**src/rtl/rob_pkg.sv**
```systemverilog
package rob_pkg;
   typedef enum logic [1:0] {
      OP_REG    = 2'd0,
      OP_STORE  = 2'd1,
      OP_BRANCH = 2'd2
   } rob_op_e;
endpackage

```
**src/rtl/rob_entry.sv**
```systemverilog
module rob_entry #(
   parameter int XLEN  = 32,
   parameter int DST_W = 16
) (
   input  logic             clk,
   input  logic             rst_n,
   input  logic             clear,
   input  logic             alloc_hit,
   input  logic [1:0]       alloc_op,
   input  logic [DST_W-1:0] alloc_dst,
   input  logic             wr_hit,
   input  logic [XLEN-1:0]  wr_value,
   input  logic [DST_W-1:0] wr_addr,
   input  logic             wr_mispred,
   output logic             q_valid,
   output logic             q_ready,
   output logic [1:0]       q_op,
   output logic [DST_W-1:0] q_dst,
   output logic [XLEN-1:0]  q_value,
   output logic             q_mispred
);
   import rob_pkg::*;

   always_ff @(posedge clk) begin
      if (!rst_n) begin
         q_valid   <= 1'b0;
         q_ready   <= 1'b0;
         q_op      <= 2'd0;
         q_dst     <= '0;
         q_value   <= '0;
         q_mispred <= 1'b0;
      end else if (clear) begin
         q_valid <= 1'b0;
         q_ready <= 1'b0;
      end else if (alloc_hit) begin
         q_valid   <= 1'b1;
         q_ready   <= 1'b0;
         q_op      <= alloc_op;
         q_dst     <= alloc_dst;
         q_mispred <= 1'b0;
      end else if (wr_hit && q_valid) begin
         q_ready   <= 1'b1;
         q_value   <= wr_value;
         q_mispred <= wr_mispred;
         if (q_op == OP_STORE) q_dst <= wr_addr;
      end
   end


   write_sets_ready_chk: assert property (@(posedge clk) disable iff (!rst_n)
      (wr_hit && q_valid && !clear && !alloc_hit) |=> (q_ready && q_valid));
endmodule

```
**src/rtl/rob_ptrs.sv**
```systemverilog
module rob_ptrs #(
   parameter int DEPTH = 8,
   localparam int TAG_W = (DEPTH > 1) ? $clog2(DEPTH) : 1,
   localparam int CNT_W = $clog2(DEPTH + 1)
) (
   input  logic             clk,
   input  logic             rst_n,
   input  logic             do_alloc,
   input  logic             do_commit,
   input  logic             flush,
   output logic [TAG_W-1:0] head,
   output logic [TAG_W-1:0] tail,
   output logic [CNT_W-1:0] count
);
   localparam logic [TAG_W-1:0] LAST = TAG_W'(DEPTH - 1);

   function automatic logic [TAG_W-1:0] wrap_inc(input logic [TAG_W-1:0] p);
      return (p == LAST) ? '0 : p + 1'b1;
   endfunction

   always_ff @(posedge clk) begin
      if (!rst_n) begin
         head  <= '0;
         tail  <= '0;
         count <= '0;
      end else if (flush) begin
         head  <= wrap_inc(head);
         tail  <= wrap_inc(head);
         count <= '0;
      end else begin
         if (do_commit) head <= wrap_inc(head);
         if (do_alloc)  tail <= wrap_inc(tail);
         count <= count + CNT_W'(do_alloc) - CNT_W'(do_commit);
      end
   end


   occupancy_bound_chk: assert property (@(posedge clk) disable iff (!rst_n)
      count <= CNT_W'(DEPTH));


   occupancy_step_chk: assert property (@(posedge clk) disable iff (!rst_n)
      !flush |=> ((count == $past(count)) || (count == $past(count) + 1'b1)
                  || (count + 1'b1 == $past(count))));
endmodule

```
**src/rtl/rob_core.sv**
```systemverilog
module rob_core #(
   parameter int DEPTH = 8,
   parameter int XLEN  = 32,
   parameter int DST_W = 16,
   localparam int TAG_W = (DEPTH > 1) ? $clog2(DEPTH) : 1,
   localparam int CNT_W = $clog2(DEPTH + 1)
) (
   input  logic             clk,
   input  logic             rst_n,
   input  logic             alloc_valid,
   input  logic [1:0]       alloc_op,
   input  logic [DST_W-1:0] alloc_dst,
   output logic             alloc_ready,
   output logic [TAG_W-1:0] alloc_tag,
   input  logic             wr_valid,
   input  logic [TAG_W-1:0] wr_tag,
   input  logic [XLEN-1:0]  wr_value,
   input  logic [DST_W-1:0] wr_addr,
   input  logic             wr_mispred,
   input  logic [TAG_W-1:0] rd_tag,
   output logic             rd_ready,
   output logic [XLEN-1:0]  rd_value,
   output logic             cm_reg_we,
   output logic [DST_W-1:0] cm_reg_idx,
   output logic [XLEN-1:0]  cm_reg_data,
   output logic             cm_mem_we,
   output logic [DST_W-1:0] cm_mem_addr,
   output logic [XLEN-1:0]  cm_mem_data,
   output logic             flush
);
   import rob_pkg::*;

   if (DEPTH < 2) begin : g_bad_depth
      $error("rob_core: DEPTH must be at least 2");
   end
   if (XLEN < 1 || DST_W < 1) begin : g_bad_width
      $error("rob_core: XLEN and DST_W must be positive");
   end

   logic [TAG_W-1:0] head, tail;
   logic [CNT_W-1:0] count;
   logic             do_alloc, do_commit, head_live;

   logic             e_valid   [DEPTH];
   logic             e_ready   [DEPTH];
   logic [1:0]       e_op      [DEPTH];
   logic [DST_W-1:0] e_dst     [DEPTH];
   logic [XLEN-1:0]  e_value   [DEPTH];
   logic             e_mispred [DEPTH];

   for (genvar i = 0; i < DEPTH; i++) begin : g_entry
      logic hit_alloc, hit_wr, hit_clear;
      assign hit_alloc = do_alloc && (tail == TAG_W'(i));
      assign hit_wr    = wr_valid && (wr_tag == TAG_W'(i));
      assign hit_clear = flush || (do_commit && (head == TAG_W'(i)));
      rob_entry #(.XLEN(XLEN), .DST_W(DST_W)) u_entry (
         .clk(clk), .rst_n(rst_n), .clear(hit_clear),
         .alloc_hit(hit_alloc), .alloc_op(alloc_op), .alloc_dst(alloc_dst),
         .wr_hit(hit_wr), .wr_value(wr_value), .wr_addr(wr_addr),
         .wr_mispred(wr_mispred),
         .q_valid(e_valid[i]), .q_ready(e_ready[i]), .q_op(e_op[i]),
         .q_dst(e_dst[i]), .q_value(e_value[i]), .q_mispred(e_mispred[i])
      );
   end

   rob_ptrs #(.DEPTH(DEPTH)) u_ptrs (
      .clk(clk), .rst_n(rst_n), .do_alloc(do_alloc), .do_commit(do_commit),
      .flush(flush), .head(head), .tail(tail), .count(count)
   );

   always_comb begin
      head_live   = e_valid[head] && e_ready[head];
      do_commit   = head_live;
      flush       = head_live && (e_op[head] == OP_BRANCH) && e_mispred[head];
      alloc_ready = (count != CNT_W'(DEPTH)) && !flush;
      do_alloc    = alloc_valid && alloc_ready;
      alloc_tag   = tail;
      cm_reg_we   = head_live && (e_op[head] == OP_REG);
      cm_reg_idx  = e_dst[head];
      cm_reg_data = e_value[head];
      cm_mem_we   = head_live && (e_op[head] == OP_STORE);
      cm_mem_addr = e_dst[head];
      cm_mem_data = e_value[head];
      rd_ready    = e_valid[rd_tag] && e_ready[rd_tag];
      rd_value    = e_value[rd_tag];
   end


   single_retire_kind_chk: assert property (@(posedge clk) disable iff (!rst_n)
      $onehot0({cm_reg_we, cm_mem_we, flush}));


   flush_empties_chk: assert property (@(posedge clk) disable iff (!rst_n)
      flush |=> (!cm_reg_we && !cm_mem_we && !flush && !rd_ready));


   flush_blocks_alloc_chk: assert property (@(posedge clk) disable iff (!rst_n)
      flush |=> $stable(alloc_tag) || (alloc_tag == $past(head) + 1'b1) || ($past(head) == TAG_W'(DEPTH - 1)));
endmodule

```
**config.mk**
```make
export PLATFORM = sky130hd
export DESIGN_NAME = rob_core
export DESIGN_NICKNAME = d
export VERILOG_FILES = /design/src/rtl/rob_pkg.sv /design/src/rtl/rob_entry.sv /design/src/rtl/rob_ptrs.sv /design/src/rtl/rob_core.sv
export SDC_FILE = /design/constraint.sdc
export NUM_CORES = 1
export LEC_CHECK = 0
export ABC_AREA = 1
export BUFFER_PORTS_ARGS = -buffer_cell sky130_fd_sc_hd__buf_2
export CAP_MARGIN = 20
export CORE_ASPECT_RATIO = 0.6
export CORE_UTILIZATION = 40
export CTS_BUF_LIST = sky130_fd_sc_hd__clkbuf_8
export CTS_CLUSTER_DIAMETER = 60
export CTS_CLUSTER_SIZE = 20
export DETAILED_ROUTE_END_ITERATION = 7
export PLACE_DENSITY = 0.63
export SLEW_MARGIN = 20
export SYNTH_ARGS = -nofsm -noshare
export SYNTH_HDL_FRONTEND = slang
export SYNTH_SLANG_ARGS = --single-unit
```
**constraint.sdc**
```tcl
create_clock -name clk -period 4.4 [get_ports clk]
set_clock_uncertainty 0.1 [all_clocks]
set_input_delay 0.22 -clock clk [delete_from_list [all_inputs] [get_ports clk]]
set_output_delay 0.22 -clock clk [all_outputs]
set_load 0.01 [all_outputs]
```
---- After elaboration in Yosys (flattened, before gate mapping) ----
Index checks and enable logic that the tools add are counted.
storage, ports and cells
  input port bits ......................... 77
  register bits after elaboration ......... 434
  logic and storage cells ................. 301
  output and inout port bits .............. 136
operators by class
  reductions and logical operators ........ 120
  muxes and demuxes ....................... 73
  bitwise gates (word level) .............. 19
  equal/unequal tests ..................... 32
  $add $sub $neg .......................... 4
  magnitude comparators ................... 2
operators with widths
  operator             number
  $mux 16              26
  $bmux 32 s3          2
  $mux 32              4
  $bmux 16 s3          1
  $reduce_and 3->1     16
  $logic_and 1x1->1    40
  $eq 3x3->1 const B   12
  $reduce_bool 2->1    18
  $reduce_and 2->1     16
  $mux 1               26
  $reduce_or 3->1      8
  $eq 2x1->1 const B   9
  $eq 3x2->1 const B   6
  $mux 3               6
  $reduce_or 2->1      9
  $not 1->1            17
  $bmux 1 s3           5
  $eq 3x1->1 const B   3
  $logic_not 3->1      3
  $ge 4x4->1 const B   2
  $logic_or 1x1->1     8
  $not 3->4            2
  $add 3x1->3 const B  2
  $bmux 2 s3           1
  other kinds (7)      8

---- Longest topological paths before layout ----
  depth after elaboration ................. 13
  gate-level depth with buffers ........... 18
  mapped depth without buffers ............ 16

---- Modules after synthesis ----
From an unflattened synthesis, not the netlist that was laid out.
second synthesis, totals
  cells, all modules ...................... 3894
  area total of the unflattened synthesis .. 24289.5 µm²
modules (own cells, without submodules)
  module     cells an instance  sequential area each (µm²)  times used  area an instance (µm²)
  rob_entry  327                1061.0                      8           2237.1
  rob_core   1200               0.0                         1           5821.8
  rob_ptrs   78                 200.2                       1           570.5

---- Least setup slack after synthesis ----
Ideal clock, no wire load.
  path kind ............................... register to register
  start ................................... reg u_ptrs.head[0]
  end ..................................... reg u_ptrs.count[2]
  setup time .............................. 0.116 ns
  required time ........................... 4.184 ns
  period minus slack after synthesis ...... 2.593 ns
  buffers on the path ..................... 3
  arrival time ............................ 2.377 ns
  slack ................................... 1.807 ns
  cell stages (with the launch flop) ...... 17
  path through ............................ dfxtp_1 -> inv_2 -> buf_6 -> nand2_1 -> nand3_1 -> nand3_1 -> nand2_2 -> nor2_4 -> nand3_4 -> buf_8 -> buf_6 -> nand3_1 -> inv_1 -> ha_1 -> fa_1 -> xnor2_1 -> nor2_1
on the way
  cells in the longest elaborated chain, start to end .. 12
  elaborated cells on any way between the ends .. 23
  those cells by class .................... add/sub (2); eq/ne (1); mux (12); bitwise (1); reduce/logical (7)
ends and longest elaborated chain
  element                                                                      RTL line                        RTL
  from (decl)                                                                  rob_ptrs.sv:11                  output logic [TAG_W-1:0] head,
  from (signal assigned)                                                       rob_ptrs.sv:27                  head <= wrap_inc(head);
  from (signal assigned)                                                       rob_ptrs.sv:31                  if (do_commit) head <= wrap_inc(head);
  $not 3->4 (implied by the code) (*)                                          rob_core.sv:72, rob_core.sv:74
  $bmux 2 s3 / $bmux 1 s3 (equally long branches)                              rob_core.sv:74, rob_core.sv:72
  $mux 2 (implied by the code) / $mux 1 (equally long branches) (2 in series)  rob_core.sv:74, rob_core.sv:72
  $eq 2x2->1 / $logic_and 1x1->1 (equally long branches)                       rob_core.sv:74, rob_core.sv:72
  $logic_and 1x1->1 (2 in series)                                              rob_core.sv:74                  flush = head_live && (e_op[head] == OP_BRANCH) && e_mispred[head];
  $logic_not 1->1                                                              rob_core.sv:75                  alloc_ready = (count != CNT_W'(DEPTH)) && !flush;
  $logic_and 1x1->1                                                            rob_core.sv:75
  $logic_and 1x1->1                                                            rob_core.sv:76                  do_alloc = alloc_valid && alloc_ready;
  $add 4x1->4                                                                  rob_ptrs.sv:33                  count <= count + CNT_W'(do_alloc) - CNT_W'(do_commit);
  $sub 4x1->4                                                                  rob_ptrs.sv:33
  to (signal assigned)                                                         rob_ptrs.sv:33
  to (decl)                                                                    rob_ptrs.sv:13                  output logic [CNT_W-1:0] count
Mark *: on every way between the ends. The rest lies on a longest branch, timed or not. The select of a mux whose other input is x is not followed.
A chain may end at the register's enable or synchronous reset.

---- Worst setup path in the final report ----
  start ................................... reg u_ptrs.head[1]
  end ..................................... reg g_entry[0].u_entry.q_dst[5]
on the way
  cells in the longest elaborated chain, start to end .. 13
  elaborated cells on any way between the ends .. 29
  those cells by class .................... eq/ne (1); mux (13); bitwise (2); reduce/logical (13)
ends and longest elaborated chain
  element                                                                      RTL line                        RTL
  $not 3->4 (implied by the code)                                              rob_core.sv:72, rob_core.sv:74
  $bmux 2 s3 / $bmux 1 s3 (equally long branches)                              rob_core.sv:74, rob_core.sv:72
  $mux 2 (implied by the code) / $mux 1 (equally long branches) (2 in series)  rob_core.sv:74, rob_core.sv:72
  $eq 2x2->1 / $logic_and 1x1->1 (equally long branches)                       rob_core.sv:74, rob_core.sv:72
  $logic_and 1x1->1 (2 in series)                                              rob_core.sv:74
  $logic_not 1->1                                                              rob_core.sv:75
  $logic_and 1x1->1                                                            rob_core.sv:75
  $logic_and 1x1->1                                                            rob_core.sv:76
  $logic_and 1x1->1                                                            rob_core.sv:53                  assign hit_alloc = do_alloc && (tail == TAG_W'(i));
  $reduce_bool 2->1 (no line)                                                  --
  $reduce_and 3->1 (no line)                                                   --
  to (signal assigned)                                                         rob_entry.sv:39                 q_dst <= alloc_dst;
  to (signal assigned)                                                         rob_entry.sv:45                 if (q_op == OP_STORE) q_dst <= wr_addr;
  to (decl)                                                                    rob_entry.sv:18                 output logic [DST_W-1:0] q_dst,
Several ways; a longest one is shown, not always the timed one. The select of a mux whose other input is x is not followed.

==> results.md <==
* Register area share after synthesis at 36.1%
* Power share of the sequential group at 46.8%
* Xor/xnor share of the synthesized area at 0.0728%
* Worst min-delay path startpoint: rst_n
* Mux cell area share after synthesis at 0%
* Core ar. at 59300 um^2
* Psw at 3.17 mW
* R2R depth at 13
* Mapped cell area at 24100 um^2
* # setup viols final at 0
* Dpl cell area at 24700 um^2
* Register bit total from synthesis at 434
* Worst Setup End Kind: flip-flop
* Critical-path cell list: buf_4 -> nand3_1 -> nand3_1 -> nand2_2 -> nor2_4 -> nand3_4 -> nand4_1 -> buf_4 -> nor2_2 -> nor2_4 -> nand2_1 -> nand2_1 -> nor2_1
* Required time of the critical path at 4.81 ns
* Critical path's largest stage delay at 0.64 ns
* Fillcell total at 6277
* Finished Cell Area at 26100 um^2
* Static leakage at 11.0 nW
* CTS Hold Bufs at 67
* RSZ-0062 raised after global routing: false
* First-pass GRT wire length at 125 mm
* Rows at 69
* Clock-pin slew on the worst setup and hold paths at 0.14 ns
* FF-to-FF Start: u_ptrs.head[1]
* Final Cycle Share at 84.5%
* Post-CTS Setup Inserts at 0
* Reg2reg setup slack at 0.68 ns
* Synth top area share at 36.1%
* Max Cap Viol at 0
* Worst Max-Slew Pin Slew at 0.983 ns
* I/O pin cnt at 213
* Yosys warnings at 0
* Vias in the first global route at 21100
* Yosys cell types at 44
* Largest net degree at the start of global routing at 154
* Post-layout minimum cycle time at 3.72 ns
* Setup TNS at 0 ns
* # DRC at 0
* Commonest cells post-synth: nor2_1, o21ai_0, nand2_1, dfxtp_1, inv_1
* Global route overflow at 0
* Synth-to-Final Area Change at 8.64%
* TritonCTS clock tree: yes
* PwrDens at 338 nW/um^2
* Hold Vio Cnt, Final at 0
* Die area at 61200 um^2
* Antenna violations before repair at 1
* Synth Area in Adders at 0.967%
* Total track usage at 25.6%
* Clock buffer count from CTS at 35
* Max Freq at 269 MHz
* Status: complete, no violations
* Hold Path End: g_entry[1].u_entry.q_dst[15]
* Critical path arrival at 4.13 ns
* CP Launch Type: flip-flop
* Cell-internal power at 5.67 mW
* Clock sinks at 434
* Avg Inst Size Synth at 6.41 um^2
* First-pass iteration count of the detailed router at 6
* Worst path slowest cell: nor2_4
* Top cells by area, synth: dfxtp_1, o21ai_0, nor2_1, nand2_1, a21oi_1
* CTS Root Cell: clkbuf_8
* Count leader, synth: nor2_1
* Post-route ant nets at 0
* Starting Density at 40.6%
* Syn Inst Count at 3753
* Ant. Diodes at 0
* Synth area leader: dfxtp_1
* Chip height at 192 um
* Fin. max-slew vios at 0
* Clock latency on the worst-skew pair at 0.63 ns
* Vias after detailed routing at 24000
* Max VDD drop at 0.212 mV
* Switching part of the total at 35.9%
* Simple-gate area share of the yosys netlist at 24.1%
* Synth Flop Type: dfxtp_1
* Worst-path fanout max at 33
* Reg-to-Reg End: g_entry[0].u_entry.q_dst[5]
* Drt total wl at 80.3 mm
* HPWL after DPL at 48.4 mm
* Crit Path Category: reg -> reg
* Fin nets at 3869
* Post-Syn Nets at 3848
* Synth async-reset ratio at 0%
* Max Buffers Root-to-Sink at 3
* Hold Path Depth at 3
* Hold crit path type: in -> reg
* CTS H-tree depth at 2
* Global placer's final weighted congestion at 0.871
* Fin Hold WS at 0.0316 ns
* Number of flops mapped to enable cells by yosys at 0
* Die width at 319 um
* Proportion of layout cells with a drive suffix above 1 at 10.2%
* Wirelength per Cell at 17.5 um
* Post-CTS Resized at 0
* Largest family of logic cells by synthesized area: compound AO/OA/AOI/OAI gates
* Vias per cell at 5.25
* Design Power at 8.84 mW
* Clk pwr share at 28.7%
* Combinational fraction of design power at 24.5%
* Iter 0 DRT Violations at 2457
* Port bufs at 212
* Slew HR at 34.3%
* Util after Layout at 44.1%
* Compound-gate portion of the synthesized area at 26.0%
==> cell families after synthesis <==
logic type / Yosys count
adder cells (fa/ha/maj): 18
buffers and inverters: 680
AND/OR/NAND/NOR: 1440
AO/OA/AOI/OAI: 1179
flip-flops: 434
XOR/XNOR: 2
==> registers in the layout, summed over array words and instances (netlist names) <==
name                       flops
g_entry.u_entry.q_dst        128
g_entry.u_entry.q_op          16
g_entry.u_entry.q_mispred      8
u_ptrs.count                   4
g_entry.u_entry.q_valid        8
g_entry.u_entry.q_ready        8
u_ptrs.head                    3
g_entry.u_entry.q_value      256
u_ptrs.tail                    3
==> worst max-delay path: cells and delay by family (launching register included) <==
family | cells | cell delay (ns)
buffers and inverters | 2 | 0.82
flip-flops | 1 | 0.60
AND/OR/NAND/NOR | 11 | 2.07
==> worst max-delay path by stage <==
stage,startpoint,end,depth (start not counted)
after global routing,u_ptrs.head[1],g_entry[0].u_entry.q_dst[5],13
after global placement,u_ptrs.head[1],g_entry[0].u_entry.q_dst[11],13
after CTS,u_ptrs.head[0],cm_mem_data[1],7
after floorplan,u_ptrs.head[0],u_ptrs.count[2],16
after detailed placement,u_ptrs.head[1],g_entry[0].u_entry.q_dst[8],13
final,u_ptrs.head[1],g_entry[0].u_entry.q_dst[5],13
==> final cells by class <==
type / instances / area (um^2) / share of cell area [%]
repair buffers: 325 / 2130 / 8.15
clock inverters: 27 / 248 / 0.948
well taps: 781 / 977 / 3.74
multi-input cells: 2639 / 12300 / 47.1
flip-flops and latches: 434 / 8700 / 33.3
clock buffers: 36 / 495 / 1.90
inverters: 339 / 1280 / 4.90
==> through the flow <==
step / cells / worst slack (ns)
floorplan: 3753 / 1.81
global placement: 4451 / 0.881
detailed placement: 4451 / 0.767
CTS: 4581 / 0.679
global route: 4581 / 0.409
finish: 4581 / 0.680
==> power by group through the flow <==
stage	Clock (mW)	Sequential [mW]	Combinational, mW
2_1_floorplan	0	4.19	1.56
3_3_place_gp	0	4.23	2.07
3_5_place_dp	0	4.23	2.08
4_1_cts	2.59	4.14	2.14
5_1_grt	2.74	4.16	2.40
6_report	2.54	4.14	2.16
==> cells in the final DEF (no fill, tap or decap), types with 4 or more instances in the layout <==
cell	Yosys	final
nor2_1	690	690
o21ai_0	646	646
nand2_1	629	629
dfxtp_1	434	431
inv_1	322	325
a21oi_1	298	298
buf_2	60	209
a31oi_1	82	82
dlygate4sd3_1	0	67
o211ai_1	65	65
o21ai_1	62	62
nand3_1	46	46
buf_4	75	45
clkbuf_8	0	36
nor3_1	22	22
ha_1	17	17
a221oi_1	16	16
nand2_2	14	14
inv_2	13	12
nor2_2	12	12
nor2_4	9	9
clkinv_2	1	6
nand4_4	5	5
clkinvlp_4	0	5
inv_8	0	5
clkinv_4	0	5
a211oi_1	4	4
==> routing by layer <==
| layer | global-route usage (%) | share of wire (%) | vias up |
|---|---|---|---|
| met5 | 0 | 0 | - |
| met4 | 4.85 | 1.6 | 0 |
| met3 | 4.03 | 8.1 | 93 |
| met2 | 37.4 | 41 | 906 |
| met1 | 39.3 | 50 | 10900 |
| li1 | - | - | 12200 |
(Power assumes the default switching activity.)
